===== config.mk =====
export PLATFORM = sky130hd
export DESIGN_NAME = trip_prog_detect
export DESIGN_NICKNAME = d
export VERILOG_FILES = /design/src/rtl/trip_prog_detect.sv
export SDC_FILE = /design/constraint.sdc
export NUM_CORES = 1
export LEC_CHECK = 0
export ABC_AREA = 1
export CAP_MARGIN = 25
export CORE_ASPECT_RATIO = 0.9
export CORE_MARGIN = 2
export CORE_UTILIZATION = 60
export CTS_CLUSTER_SIZE = 28
export DETAILED_ROUTE_END_ITERATION = 12
export DONT_BUFFER_PORTS = 1
export PLACE_DENSITY_LB_ADDON = 0.25
export SETUP_SLACK_MARGIN = 0.05
export SLEW_MARGIN = 20
export SYNTH_ARGS = -nofsm -noshare
export SYNTH_HDL_FRONTEND = slang
export SYNTH_SLANG_ARGS = --single-unit

===== constraint.sdc =====
create_clock -name clk -period 2.25 [get_ports clk]
set_input_delay 0.225 -clock clk [delete_from_list [all_inputs] [get_ports clk]]
set_output_delay 0.225 -clock clk [all_outputs]
set_load 0.02 [all_outputs]

===== src/rtl/trip_prog_detect.sv =====
module trip_prog_detect #(
  parameter int BUSY_CYCLES  = 1250000,
  parameter int RECOV_CYCLES = 1250000,
  parameter int FRAME_BITS   = 24
) (
  input  logic clk,
  input  logic rst_n,
  input  logic sck,
  input  logic sdi,
  input  logic csn,
  input  logic prog_en,
  output logic set_req,
  output logic clr_req,
  output logic busy,
  output logic recovering,
  output logic done
);
  localparam int MAXT = (BUSY_CYCLES > RECOV_CYCLES) ? BUSY_CYCLES : RECOV_CYCLES;
  localparam int TW   = $clog2(MAXT + 1);
  localparam int CW   = $clog2(FRAME_BITS + 2);
  localparam logic [TW-1:0] BUSY_LAST  = TW'(BUSY_CYCLES - 1);
  localparam logic [TW-1:0] RECOV_LAST = TW'(RECOV_CYCLES - 1);
  localparam logic [CW-1:0] FULL = CW'(FRAME_BITS);
  localparam logic [CW-1:0] SAT  = CW'(FRAME_BITS + 1);
  localparam logic [FRAME_BITS-1:0] UNLOCK = FRAME_BITS'(24'h030001);
  localparam logic [FRAME_BITS-1:0] RAISE  = FRAME_BITS'(24'h020001);
  localparam logic [FRAME_BITS-1:0] NATIVE = FRAME_BITS'(24'h020003);

  typedef enum logic [1:0] {IDLE, ARMED, PROG, RECOV} st_t;
  st_t state;

  logic                  csn_q, sck_q;
  logic [FRAME_BITS-1:0] shreg;
  logic [CW-1:0]         cnt;
  logic [TW-1:0]         tmr;

  wire cs_rise  = csn & ~csn_q;
  wire cs_fall  = ~csn & csn_q;
  wire sck_rise = sck & ~sck_q;
  wire full     = (cnt == FULL);

  assign busy       = (state == PROG);
  assign recovering = (state == RECOV);

  always_ff @(posedge clk or negedge rst_n) begin
    if (!rst_n) begin
      state   <= IDLE;
      csn_q   <= 1'b1;
      sck_q   <= 1'b0;
      shreg   <= '0;
      cnt     <= '0;
      tmr     <= '0;
      set_req <= 1'b0;
      clr_req <= 1'b0;
      done    <= 1'b0;
    end else begin
      csn_q   <= csn;
      sck_q   <= sck;
      set_req <= 1'b0;
      clr_req <= 1'b0;
      done    <= 1'b0;

      if (cs_fall) begin
        cnt   <= '0;
        shreg <= '0;
      end else if (sck_rise && !csn) begin
        shreg <= {shreg[FRAME_BITS-2:0], sdi};
        if (cnt != SAT) cnt <= cnt + 1'b1;
      end
      if (!prog_en) cnt <= SAT;

      case (state)
        IDLE, ARMED: begin
          if (!prog_en) state <= IDLE;
          else if (cs_rise) begin
            if (state == IDLE) state <= (full && shreg == UNLOCK) ? ARMED : IDLE;
            else if (full && shreg == RAISE) begin
              set_req <= 1'b1; state <= PROG; tmr <= '0;
            end else if (full && shreg == NATIVE) begin
              clr_req <= 1'b1; state <= PROG; tmr <= '0;
            end else state <= IDLE;
          end
        end
        PROG: begin
          if (!prog_en) begin
            done <= 1'b1; state <= IDLE;
          end else if (tmr == BUSY_LAST) begin
            done <= 1'b1; state <= RECOV; tmr <= '0;
          end else tmr <= tmr + 1'b1;
        end
        default: begin
          if (tmr == RECOV_LAST) state <= IDLE;
          else tmr <= tmr + 1'b1;
        end
      endcase
    end
  end

  assert_req_excl_R3: assert property (@(posedge clk) disable iff (!rst_n)
    !(set_req && clr_req));
  assert_req_busy_R2: assert property (@(posedge clk) disable iff (!rst_n)
    (set_req || clr_req) |-> busy);
  assert_busy_origin_R6: assert property (@(posedge clk) disable iff (!rst_n)
    $rose(busy) |-> (set_req || clr_req));
  assert_windows_excl_R6: assert property (@(posedge clk) disable iff (!rst_n)
    !(busy && recovering));
  assert_req_enabled_R5: assert property (@(posedge clk) disable iff (!rst_n)
    (set_req || clr_req) |-> $past(prog_en));
  assert_done_ends_R7: assert property (@(posedge clk) disable iff (!rst_n)
    done |-> !busy);
  assert_timer_bound_R6: assert property (@(posedge clk) disable iff (!rst_n)
    busy |-> (tmr <= BUSY_LAST));
endmodule


==> metrics, run 1 <==
Sequential Power Share=48.7%; worst hold path class=primary input to register; total setup buffers inserted after CTS=0; WL/cell=13.0 um; grt met2 use=about two fifths; Int Power=1.67 mW; clock latency on the worst-skew pair=0.34 ns; synth top area cells=dfrtp_1, nand2_1, nand3_1, inv_1, nor2_1; Setup TNS=0 ns; asr flop ratio synth=100%; VDD IR-drop max=approximately 0.43 mV; initial core utilization=61.6%; Clock power frac=between 40 and 50%; WP data arrival=2.16 ns; Ant. Diodes=0; post-synthesis sequential area ratio=44.4%; post-synth cell types=34; drc violations=0; die width=81.2 um; Synth Instances=441; RSZ-0062 raised after global routing=false; Sink Count=57; # nets final=465; Post-synth EDFFs=0; largest net degree at the start of global routing=58; max-cap violations=0; slowest cell on the critical path=dfrtp_1; port buffer count=0; drt first pass iters=5; status=finished, final reports clean; core area=5220 um2; row count=25; WS Path Type=register to register; critical path's largest stage delay=0.45 ns; die area=5960 um2; post-DP HPWL=4760 um; post-synth top area cell=dfrtp_1; relative slew slack=63.4%; Util after Layout=about 68%; Slew Viols, Final=0; total number of vias=2857; CTS H-tree depth=3; Comb pwr share=4.9%; CTS tree=done; DRT iter0 DRCs=286; Startpoint Class=register; most used cell, CP=nand2_1; Tcrit/Tclk final=86.0%; Root Driver=clkbuf_8; Leak Pwr=1.76 nW; Syn Std Cell Area=3220 um2; worst path required time=2.47 ns; vias in the first global route=2599; area share of the largest cell type after synthesis=about 44%; antenna-violating nets left=0; clock-pin slew on the worst setup and hold paths=0.06 ns; Post-synth top cells=nand2_1, dfrtp_1, inv_1; Syn Nets=roughly 450; Worst Hold Slack=0.0518 ns; Sw Share=22.0%; mean area per synthesized cell=7.29 um2; Critical Path Fanout Max=22; initial antenna violation count=0; Final Setup Violations=0; M3 GR Usage=7.00%; met1 Use GR=between 30 and 40%; GRT Overall Usage=25.8%; count leader, synth=nand2_1; num ports=11; cts bufs inserted=9; overflow left after global routing=0; first-pass GRT wire length=11700 um; Detailed Route WL=6860 um; ys flop type=dfrtp_1; endpoint class of the critical path=register; GPL Wtd Cong=roughly 0.94; measured slew at the worst slew-check pin=0.544 ns; Final Critical Period=1.93 ns; Yosys Warn Count=0; Die H=73.5 um; CP cell instances=ha_1, nand2_2, inv_2, nand2_1, nor2_1, nand3_4, nand2_4, a21oi_4, nand2_4, nand2_1, nand2_1; clock buffer depth=2; Reg2Reg Setup Slack=approximately 0.32 ns; Fin Clk Skew=0.00806 ns; Largest delay share family, worst path=simple AND/OR/NAND/NOR gates; vias per inst=5.42; busiest grt layer=met2; Filler cells=407; share of layout cells above drive strength 1=7.83%; Final Hold Vio Count=0; P_sw=~0.47 mW; FF+latch count, synth=57; WP buf/inv=1; Syn-to-layout area delta=11.1%; PwrDens=599 nW/um2; f_max=0.517 GHz
[stage by stage]
step           instance area, um2  worst slack (ns)  instances  power (mW)
2_1_floorplan                3220             0.557        441        1.12
3_3_place_gp                 3300             0.338        506        1.13
3_5_place_dp                 3300             0.339        506        1.14
4_1_cts                      3570             0.327        527        2.16
5_1_grt                      3570             0.132        527        2.22
6_report                     3570             0.316        527        2.14
[flip-flops by register name, summed over array words and instances, names as in the netlist, 2 cells and up]
| name | count |
|---|---|
| shreg | 24 |
| cnt | 5 |
| tmr | 21 |
| state | 2 |
[timing repair]
action | CTS | global route
resized for setup | 0 | 0
hold buffers | 5 | 0
endpoints found under the hold margin | 60 | 0
[path summary, 6_finish.rpt]
check	startpoint	end	cells past startpoint
worst min-delay path	sdi	shreg[0]	2
worst max-delay path	tmr[0]	tmr[16]	11
max in group asynchronous	rst_n	csn_q	2
min in group asynchronous	rst_n	shreg[4]	2
worst max register to register	tmr[0]	tmr[16]	11
worst min register to register	tmr[18]	tmr[18]	2
[cell usage in the layout, fill, tap and decap left out, drive strengths merged]
cell type and instances:
inv 58, a31o 1, a22oi 1, buf 7, a21oi 11, o22ai 5
or2 1, dfstp 1, ha 4, o211ai 1, o21ai 27, nor3 9
xnor2 1, nand3 55, dlygate4sd3 4, nand4 13, dfrtp 56, o31ai 3
nand3b 1, bufinv 1, clkinv 2, nor2 49, a31oi 1, xor2 5
nand2 129, clkbuf 14
[final cells by class]
class | count | area [um2] | area share, %
Multi-Input combinational cell | 317 | 1520 | 42.5
Sequential cell | 57 | 1430 | 40.0
Inverter | 59 | 223 | 6.23
Clock buffer | 14 | 173 | 4.83
Timing Repair Buffer | 11 | 113 | 3.15
Tap cell | 67 | 83.8 | 2.35
Clock inverter | 2 | 35.0 | 0.980
[per-layer routing]
layer	wire, um	up-vias	part of all wire, %
li1	-	1451	-
met1	3410	1316	50
met2	2940	81	43
met3	435	9	6.3
met4	74	0	1.1
met5	0	-	0
[cell families after synthesis]
family	count (synthesis)	share of synthesized area, %
AOI/OAI and AO/OA	50	8.87
xor gates and xnor gates	6	1.63
adders and majority gates	4	1.56
buffers and inverters	67	8.37
DFF	57	44.4
and+or+nand+nor	257	35.2
[power by group through the flow]
| stage | Combinational, mW | Clock (mW) | Sequential [mW] |
|---|---|---|---|
| floorplan | 0.0555 | 0 | 1.06 |
| detailed placement | 0.0735 | 0 | 1.06 |
| global placement | 0.0706 | 0 | 1.06 |
| CTS | 0.106 | 1.01 | 1.04 |
| finish | 0.105 | 0.993 | 1.04 |
| global route | 0.121 | 1.06 | 1.04 |
Note: power is estimated with default switching activity, not from simulation.
==> run 2, diff against run 1 <==
CTS_BUF_LIST = sky130_fd_sc_hd__clkbuf_8   (was default)
PLACE_DENSITY = 0.79   (was default)
PLACE_DENSITY_LB_ADDON = default   (was 0.25)
==> run 2 against run 1 <==
Sequential power barely moved. Highest routed layer unchanged. Clock-buffer cell count fell by 4. Clock power fell by 7.8%. Worst hold slack improved by 0.0043 ns. Worst setup slack got worse by 0.030 ns. Sequential share of layout area rose by 0.21 points.
==> metrics, run 2 (synthesized netlist as in run 1, its figures left out) <==
status=finished, final reports clean; share of layout cells above drive strength 1=7.61% (-0.22 points); most frequent cells in the layout=nand2_1, inv_1, dfrtp_1; Sink Count=57 (unchanged); Largest delay share family, worst path=simple AND/OR/NAND/NOR gates; GPL Wtd Cong=0.972 (+3.4%); Die H=73.5 um (unchanged); most common cell after layout, fill and taps aside=nand2_1; Tcrit/Tclk final=87.3% (+1.3 points); P_sw=0.471 mW (-0.14%); Startpoint Class=register; area post-placement=3300 um2 (unchanged); Final Setup Violations=0 (unchanged); vias in the first global route=2639 (+1.5%); Slew Viols, Final=0 (unchanged); max FFs per register=24 (unchanged); hold depth=2 (unchanged); CTS H-tree depth=3 (unchanged); endpoint class of the critical path=register; largest registers=shreg: 24 flops, tmr: 21 flops, cnt: 5 flops; row count=25 (unchanged); WP buf/inv=1 (unchanged); Largest Register=shreg; reg2reg path depth=11 (unchanged); Sw Share=22.8% (+0.78 points); Hold EP=shreg[0]; DRT iter0 DRCs=294 (+2.8%); VDD IR-drop max=0.427 mV (+0.44%); overflow left after global routing=0 (unchanged); GRT Overall Usage=27.0% (+1.2 points); Final Critical Period=1.96 ns (+0.0301 ns); antenna-violating nets left=0 (unchanged); clock buffer depth=2 (unchanged); Detailed Route WL=7060 um (+2.8%); CTS tree=done; PostCTS Resize Cnt=0 (unchanged); Syn-to-layout area delta=10.5%; max-cap violations=0 (unchanged); Final Hold Vio Count=0 (unchanged); Non-Filler Cell Area, Final=3550 um2 (-0.53%); vias per inst=5.55 (+2.4%); critical path's largest stage delay=0.43 ns (-0.02 ns); Comb pwr share=5.1% (+0.2 points); largest net degree at the start of global routing=58 (unchanged); clock latency on the worst-skew pair=0.33 ns (about the same); initial antenna violation count=0 (unchanged); num ports=11 (unchanged); Fin Clk Skew=0.00949 ns (+0.00143 ns); # nets final=465 (unchanged); first-pass GRT wire length=12100 um (+3.4%); Reg2Reg Setup Slack=0.29 ns (-0.03 ns); port buffer count=0 (unchanged); drt first pass iters=6 (+1); die width=81.2 um (unchanged); worst hold path class=primary input to register; worst path required time=2.47 ns (about the same); HP Start=sdi; relative slew slack=64.4% (+0.95 points); f_max=0.509 GHz (-1.5%); Root Driver=clkbuf_8; RR Startpoint=tmr[0]; clock-pin slew on the worst setup and hold paths=0.06 ns (about the same); Int Power=1.59 mW (-4.5%); Clock power frac=44.4% (-2.0 points); Leak Pwr=1.76 nW (+0.18%); Setup TNS=0 ns (unchanged); WS Path Type=register to register; most used cell, CP=nand2_1; slowest cell on the critical path=dfrtp_1; core area=5220 um2 (unchanged); PwrDens=581 nW/um2 (-3.1%); Ant. Diodes=0 (unchanged); CP cell instances=ha_1, nand2_2, inv_2, nand2_1, nor2_1, nand3_4, nand2_4, a21oi_4, nand2_4, nand2_1, nand2_1; WL/cell=13.4 um (+2.8%); reg2reg end=tmr[7]; initial core utilization=61.6% (unchanged); Sequential Power Share=50.6% (+1.9 points); total number of vias=2926 (+2.4%); RSZ-0062 raised after global routing=false; post-DP HPWL=4790 um (+0.60%); die area=5960 um2 (unchanged); Critical Path Fanout Max=22 (unchanged); measured slew at the worst slew-check pin=0.530 ns (-0.0142 ns); drc violations=0 (unchanged); WP data arrival=2.18 ns (+0.02 ns); cts bufs inserted=9 (unchanged); Worst Hold Slack=0.0561 ns (+0.00434 ns)
## run 2: cell type report
type / count / area [um2]
clock buffers: 10 / 138
clock inverters: 6 / 51.3
fillers: 395 / 1670
inverters: 59 / 223
multi-input cells: 317 / 1520
flip-flops and latches: 57 / 1430
well taps: 67 / 83.8
repair buffers: 11 / 113
## run 2: through the flow
| step | instances | power [mW] | util, % | setup slack, ns |
|---|---|---|---|---|
| global route | 527 | 2.16 | 68.0 | 0.0507 |
| finish | 527 | 2.07 | 68.0 | 0.286 |
| floorplan | 441 | 1.12 | - | 0.557 |
| CTS | 527 | 2.09 | 68.0 | 0.297 |
| detailed placement | 506 | 1.14 | 63.1 | 0.308 |
| global placement | 506 | 1.13 | 63.1 | 0.357 |
## run 2: layer usage
metal	share of wire [%]	GRT usage (%)	up-vias
met4	1.4	9.98	0
met5	0	0	-
met3	7.0	6.39	11
met2	45	40.1	118
li1	-	-	1452
met1	47	38.8	1345
## run 2: worst max-delay path by stage
stage	start	to	slack (ns)	cells after the start
final	tmr[0]	tmr[7]	0.29	11
after global routing	cnt[0]	tmr[5]	0.05	13
after CTS	tmr[0]	tmr[5]	0.30	11
after detailed placement	tmr[0]	tmr[12]	0.31	11
after global placement	tmr[0]	tmr[0]	0.36	11
after floorplan	tmr[0]	tmr[8]	0.56	12
## run 2: power by group through the flow
stage / sequential (mW) / clock, mW / combinational (mW)
2_1_floorplan: 1.06 / 0 / 0.0555
3_3_place_gp: 1.06 / 0 / 0.0711
3_5_place_dp: 1.06 / 0 / 0.0728
4_1_cts: 1.04 / 0.936 / 0.106
5_1_grt: 1.04 / 0.991 / 0.121
6_report: 1.04 / 0.916 / 0.105
## run 2: repair_timing
item                      CTS  global route
setup buffers               0             0
hold buffers                5             0
hold endpoints to repair   60             0
